`src/rtl/pcseq_pkg.sv`:
```
package pcseq_pkg;
   // byte offset bits dropped by word addressing
   localparam int unsigned ALIGN_W = 2;

   typedef enum logic [1:0] {
      SRC_SEQ = 2'd0,
      SRC_BR  = 2'd1,
      SRC_JMP = 2'd2
   } next_src_e;
endpackage

```
`src/rtl/pcseq_target_calc.sv`:
```
module pcseq_target_calc
   import pcseq_pkg::*;
#(
   parameter int unsigned ADDR_W = 32,
   parameter int unsigned DISP_W = 16,
   parameter int unsigned IDX_W  = 26
) (
   input  logic [ADDR_W-1:0] pc,
   input  logic [IDX_W-1:0]  field,
   output logic [ADDR_W-1:0] seq_addr,
   output logic [ADDR_W-1:0] br_addr,
   output logic [ADDR_W-1:0] jmp_addr
);
   localparam int unsigned REGION_W = ADDR_W - IDX_W - ALIGN_W;
   localparam int unsigned EXT_W    = ADDR_W - DISP_W;
   localparam logic [ADDR_W-1:0] STEP = ADDR_W'(1) << ALIGN_W;

   logic [ADDR_W-1:0] disp_ext;
   logic [ADDR_W-1:0] disp_bytes;

   if (IDX_W < DISP_W) begin : g_bad_fields
      $error("pcseq_target_calc: index field narrower than displacement");
   end

   always_comb begin
      seq_addr   = pc + STEP;
      disp_ext   = {{EXT_W{field[DISP_W-1]}}, field[DISP_W-1:0]};
      disp_bytes = disp_ext << ALIGN_W;
      br_addr    = seq_addr + disp_bytes;
      jmp_addr   = {pc[ADDR_W-1 -: REGION_W], field, {ALIGN_W{1'b0}}};
   end
endmodule

```
`src/rtl/pcseq_select.sv`:
```
module pcseq_select
   import pcseq_pkg::*;
#(
   parameter int unsigned ADDR_W    = 32,
   parameter int unsigned MUX_STYLE = 0   // 0: priority chain, 1: one-hot AND-OR
) (
   input  logic [ADDR_W-1:0] seq_addr,
   input  logic [ADDR_W-1:0] br_addr,
   input  logic [ADDR_W-1:0] jmp_addr,
   input  logic              br_en,
   input  logic              jmp_en,
   input  logic              alu_zero,
   output logic [ADDR_W-1:0] next_addr
);
   next_src_e src;
   logic      br_taken;

   always_comb begin
      br_taken = br_en & alu_zero;
      if (jmp_en)        src = SRC_JMP;
      else if (br_taken) src = SRC_BR;
      else               src = SRC_SEQ;
   end

   if (MUX_STYLE == 0) begin : g_prio
      always_comb begin
         unique case (src)
            SRC_JMP: next_addr = jmp_addr;
            SRC_BR:  next_addr = br_addr;
            default: next_addr = seq_addr;
         endcase
      end
   end else if (MUX_STYLE == 1) begin : g_andor
      logic [2:0] hot;
      always_comb begin
         hot[0] = (src == SRC_SEQ);
         hot[1] = (src == SRC_BR);
         hot[2] = (src == SRC_JMP);
         next_addr = ({ADDR_W{hot[0]}} & seq_addr)
                   | ({ADDR_W{hot[1]}} & br_addr)
                   | ({ADDR_W{hot[2]}} & jmp_addr);
      end
   end else begin : g_bad_style
      $error("pcseq_select: MUX_STYLE must be 0 or 1");
   end
endmodule

```
`src/rtl/pcseq_reg.sv`:
```
module pcseq_reg #(
   parameter int unsigned ADDR_W = 32,
   parameter logic [ADDR_W-1:0] RESET_VAL = '0
) (
   input  logic              clk,
   input  logic              rst,
   input  logic [ADDR_W-1:0] d,
   output logic [ADDR_W-1:0] q
);
   always_ff @(posedge clk) begin
      if (rst) q <= RESET_VAL;
      else     q <= d;
   end
endmodule

```
`src/rtl/pcseq_unit.sv`:
```
module pcseq_unit
   import pcseq_pkg::*;
#(
   parameter int unsigned ADDR_W    = 32,
   parameter int unsigned INSTR_W   = 32,
   parameter int unsigned DISP_W    = 16,
   parameter int unsigned IDX_W     = 26,
   parameter int unsigned MUX_STYLE = 0,
   parameter logic [ADDR_W-1:0] RESET_PC = '0
) (
   input  logic               clk,
   input  logic               rst,
   input  logic [INSTR_W-1:0] instr,
   input  logic               br_en,
   input  logic               jmp_en,
   input  logic               alu_zero,
   output logic [ADDR_W-1:0]  pc_q,
   output logic [ADDR_W-1:0]  pc_plus4
);
   if (IDX_W + ALIGN_W >= ADDR_W) begin : g_bad_region
      $error("pcseq_unit: no upper region bits left for jumps");
   end
   if (IDX_W > INSTR_W) begin : g_bad_instr
      $error("pcseq_unit: index field wider than instruction");
   end
   if (RESET_PC[ALIGN_W-1:0] != '0) begin : g_bad_reset
      $error("pcseq_unit: reset address not word aligned");
   end

   logic [ADDR_W-1:0] seq_addr, br_addr, jmp_addr, next_addr;

   pcseq_target_calc #(
      .ADDR_W(ADDR_W), .DISP_W(DISP_W), .IDX_W(IDX_W)
   ) u_calc (
      .pc       (pc_q),
      .field    (instr[IDX_W-1:0]),
      .seq_addr (seq_addr),
      .br_addr  (br_addr),
      .jmp_addr (jmp_addr)
   );

   pcseq_select #(
      .ADDR_W(ADDR_W), .MUX_STYLE(MUX_STYLE)
   ) u_sel (
      .seq_addr  (seq_addr),
      .br_addr   (br_addr),
      .jmp_addr  (jmp_addr),
      .br_en     (br_en),
      .jmp_en    (jmp_en),
      .alu_zero  (alu_zero),
      .next_addr (next_addr)
   );

   pcseq_reg #(
      .ADDR_W(ADDR_W), .RESET_VAL(RESET_PC)
   ) u_pc (
      .clk (clk),
      .rst (rst),
      .d   (next_addr),
      .q   (pc_q)
   );

   assign pc_plus4 = seq_addr;
endmodule

```
`config.mk`:
```
export PLATFORM = sky130hd
export DESIGN_NAME = pcseq_unit
export DESIGN_NICKNAME = d
export VERILOG_FILES = /design/src/rtl/pcseq_pkg.sv /design/src/rtl/pcseq_target_calc.sv /design/src/rtl/pcseq_select.sv /design/src/rtl/pcseq_reg.sv /design/src/rtl/pcseq_unit.sv
export SDC_FILE = /design/constraint.sdc
export NUM_CORES = 1
export LEC_CHECK = 0
export BUFFER_PORTS_ARGS = -buffer_cell sky130_fd_sc_hd__buf_2
export CORE_MARGIN = 2
export CORE_UTILIZATION = 58
export CTS_CLUSTER_SIZE = 40
export DETAILED_ROUTE_END_ITERATION = 8
export GPL_TIMING_DRIVEN = 0
export HOLD_SLACK_MARGIN = 0.08
export PLACE_DENSITY = 0.88
export SLEW_MARGIN = 20
export SYNTH_ARGS = -nofsm -noshare
export SYNTH_HDL_FRONTEND = slang
export SYNTH_SLANG_ARGS = --single-unit
```
`constraint.sdc`:
```
create_clock -name clk -period 9.4 [get_ports clk]
set_input_delay 2.82 -clock clk [delete_from_list [all_inputs] [get_ports clk]]
set_output_delay 2.82 -clock clk [all_outputs]
set_load 0.005 [all_outputs]
```
==> load_flow_metrics.sql <==
INSERT INTO impl_metrics (metric_group, metric, value, unit) VALUES
('run_status', 'outcome', 'complete, no violations', ''),
('clock_network', 'ctsLongestPathBuffers', '2', ''),
('power_and_ir_drop', 'leakagePower', '0.00207', 'uW'),
('clock_network', 'clkSlewWorstSetupHoldPaths', '0.07', 'ns'),
('synthesis', 'post_synth_mux_area_share', '0.00593', ''),
('synthesis', 'synthesis.area', '3590', 'sq um'),
('cells_and_area', 'post_route_cells_drive_above_1_share', '0.219', ''),
('synthesis', 'synth-simple-area-share', '0.223', ''),
('sta', 'maxSlewViolCount', '0', ''),
('synthesis', 'synth.yosys.warnings', '0', ''),
('synthesis', 'synthDistinctLibCells', '69', ''),
('clock_network', 'cts_tree', 'built', ''),
('grt', 'use_met1', '0.437', ''),
('clock_network', 'cts_hold_buf', '0', ''),
('synthesis', 'synth_adder_area_share', '0.114', ''),
('routing', 'detailroute.via_count', '4132', ''),
('cells_and_area', 'largest_register_ffs', '30', ''),
('cells_and_area', 'antennaDiodeCount', '0', ''),
('sta', 'skew', '0.00508', 'ns'),
('grt', 'grt_start_max_net_pins', '16', ''),
('synthesis', 'syn-instance-count', '479', ''),
('grt', 'first_global_vias', '3748', ''),
('synthesis', 'syn_area_per_cell', '7.49', 'sq um'),
('routing', 'ant_nets', '0', ''),
('synthesis', 'yosysSeqAreaShare', '0.167', ''),
('power_and_ir_drop', 'power_density_cells', '115', 'nW/um^2'),
('synthesis', 'synth_compound_gate_area_share', '0.300', ''),
('power_and_ir_drop', 'worst_ir_drop_vdd', '0.101', 'mV'),
('synthesis', 'number_of_enable_flip_flop_cells_after_synthesis', '0', ''),
('worst_setup_path', 'worst_r2r_startpoint', 'u_pc.q[2]$_SDFF_PP0_', ''),
('worst_setup_path', 'critPathArrivalTime', '2.76', 'ns'),
('clock_network', 'cts_max_level', '2', ''),
('worst_setup_path', 'critical_path.slowest_cell', 'dfxtp_1', ''),
('power_and_ir_drop', 'finalPower', '487', 'uW'),
('clock_network', 'clk_root_buffer_cell', 'clkbuf_8', ''),
('synthesis', 'largest_family_of_logic_cells_by_synthesized_area', 'compound AO/OA/AOI/OAI gates', ''),
('worst_setup_path', 'critical-path-max-stage-delay', '0.46', 'ns'),
('worst_setup_path', 'start_kind', 'flip-flop', ''),
('synthesis', 'ys_dominant_reg_cell', 'dfxtp_1', ''),
('worst_hold_path', 'timing.hold.worst_path_depth', '2', ''),
('sta', 'clock.fmax', '179', 'MHz'),
('die', 'floorplan.die.height', '82.7', 'um'),
('routing', 'avgRoutedWirePerCell', '18.1', 'um'),
('cells_and_area', 'biggestRegsByFlops', 'u_pc.q (30)', ''),
('clock_network', 'cts_setup_buffers', '0', ''),
('cells_and_area', 'largest-register', 'u_pc.q', ''),
('synthesis', 'synth_top_cell_by_area', 'dfxtp_1', ''),
('grt', 'globalRouteMet2Util', '0.578', ''),
('place', 'hpwlAfterDp', '9.07', 'mm'),
('cells_and_area', 'nets_final', '648', ''),
('grt', 'grt_antenna_before_repair', '0', ''),
('worst_setup_path', 'cell_chain_critical_path', 'ha_1 > and4_1 > and3_2 > buf_2 > nand4_1 > nor2_2 > and3_1 > xor2_1 > buf_2', ''),
('die', 'die_w', '82.7', 'um'),
('cells_and_area', 'area_growth_syn_to_layout', '18.0', '%'),
('clock_network', 'cts_bufs_inserted', '5', ''),
('place', 'gp_routability_congestion', '0.968', ''),
('place', 'placement.io_buffers', '90', ''),
('worst_setup_path', 'critPathKind', 'reg -> out', ''),
('worst_setup_path', 'worst_setup_path_end_kind', 'primary output', ''),
('die', 'initial_core_util', '0.603', ''),
('die', 'design.die.area', '6830', 'sq um'),
('worst_setup_path', 'r2r_cells', '16', ''),
('grt', 'wire_length_of_the_first_global_routing_pass', '18.0', 'mm'),
('synthesis', 'flip_flop_and_latch_count_after_synthesis', '30', ''),
('worst_hold_path', 'hold_start', 'u_pc.q[29]$_SDFFE_PP0P_', ''),
('sta', 'setup_viol_count_final', '0', ''),
('grt', 'global_route.overflow_total', '0', ''),
('routing', 'wl', '11.8', 'mm'),
('routing', 'avgViaCountPerCell', '6.31', ''),
('clock_network', 'insertion_delay', '0.30', 'ns'),
('worst_setup_path', 'critical_path.most_common_cell', 'buf_2', '');
==> cell type report <==
type                    count  area (sq um)  area share
clock inverters             1          5.00     0.00118
clock buffers               7          86.3      0.0204
flip-flops and latches     30           601       0.142
multi-input cells         401          2760       0.652
repair buffers             90           450       0.106
inverters                  19          71.3      0.0168
plain buffers              32           168      0.0396
well taps                  75          93.8      0.0222
==> placed cells by master, fill, tap and decap left out, drive strengths merged, types with 3 or more instances in the layout <==
cell type / Yosys / final
a221oi: 3 / 3
a22oi: 3 / 3
a31oi: 4 / 4
nor3: 6 / 6
nand3: 24 / 24
nor2: 35 / 35
o2111ai: 3 / 3
conb: 1 / 4
a311oi: 4 / 4
inv: 18 / 18
a21o: 20 / 20
o21bai: 3 / 3
xor2: 13 / 13
o211ai: 5 / 5
and4: 3 / 3
o21ai: 31 / 31
xnor2: 35 / 35
o211a: 8 / 8
and3: 10 / 10
a211oi: 10 / 10
clkbuf: 23 / 30
ha: 31 / 31
buf: 9 / 99
nor2b: 5 / 5
nand2: 40 / 40
and2: 5 / 5
nand2b: 3 / 3
dfxtp: 30 / 30
a21oi: 50 / 50
nand4: 15 / 15
==> stage by stage <==
step	util	hold slack [ns]	cell area, sq um	setup WS, ns	std cells
2_1_floorplan	-	0.577	3600	4.46	482
3_3_place_gp	0.696	0.607	4140	3.93	647
3_5_place_dp	0.696	0.615	4140	3.90	647
4_1_cts	0.711	0.625	4240	3.82	655
5_1_grt	0.711	0.659	4240	3.62	655
6_report	0.711	0.623	4240	3.82	655
==> report_power, final <==
group / switching [uW] / total, uW / internal (uW)
registers: 14.4 / 152 / 137
clock network: 58.1 / 117 / 59.2
logic: 127 / 218 / 91.8
total: 199 / 487 / 288
==> cell families after synthesis <==
| kind of cell | count (synthesis) |
|---|---|
| compound gates | 162 |
| simple gates | 153 |
| buf+inv | 51 |
| xor+xnor | 48 |
| fa+ha+maj | 32 |
| flops | 30 |
| mux | 2 |
| other cells | 1 |
==> metal layers <==
layer	wire length, um	up-vias
li1	-	1959
met1	4820	1904
met2	5500	228
met3	1070	41
met4	441	0
met5	0	-
==> worst max-delay path: cells and delay by family, from the launching register on <==
family        cells  cell delay [ns]
xor+xnor          1             0.22
fa+ha+maj         1             0.26
buf+inv           2             0.35
flops             1             0.46
simple gates      5             1.18
==> worst max path at each step <==
stage          slack, ns                 endpoint                  from  cells past startpoint
3_5_place_dp        3.90  u_pc.q[31]$_SDFFE_PP0P_             instr[15]                     11
3_3_place_gp        3.93  u_pc.q[31]$_SDFFE_PP0P_             instr[15]                     11
2_1_floorplan       4.46  u_pc.q[31]$_SDFFE_PP0P_             instr[14]                     10
6_report            3.82             pc_plus4[30]  u_pc.q[2]$_SDFF_PP0_                      9
5_1_grt             3.62             pc_plus4[30]  u_pc.q[2]$_SDFF_PP0_                      9
4_1_cts             3.82             pc_plus4[30]  u_pc.q[2]$_SDFF_PP0_                      9
Power figures use the tool's default switching activity.
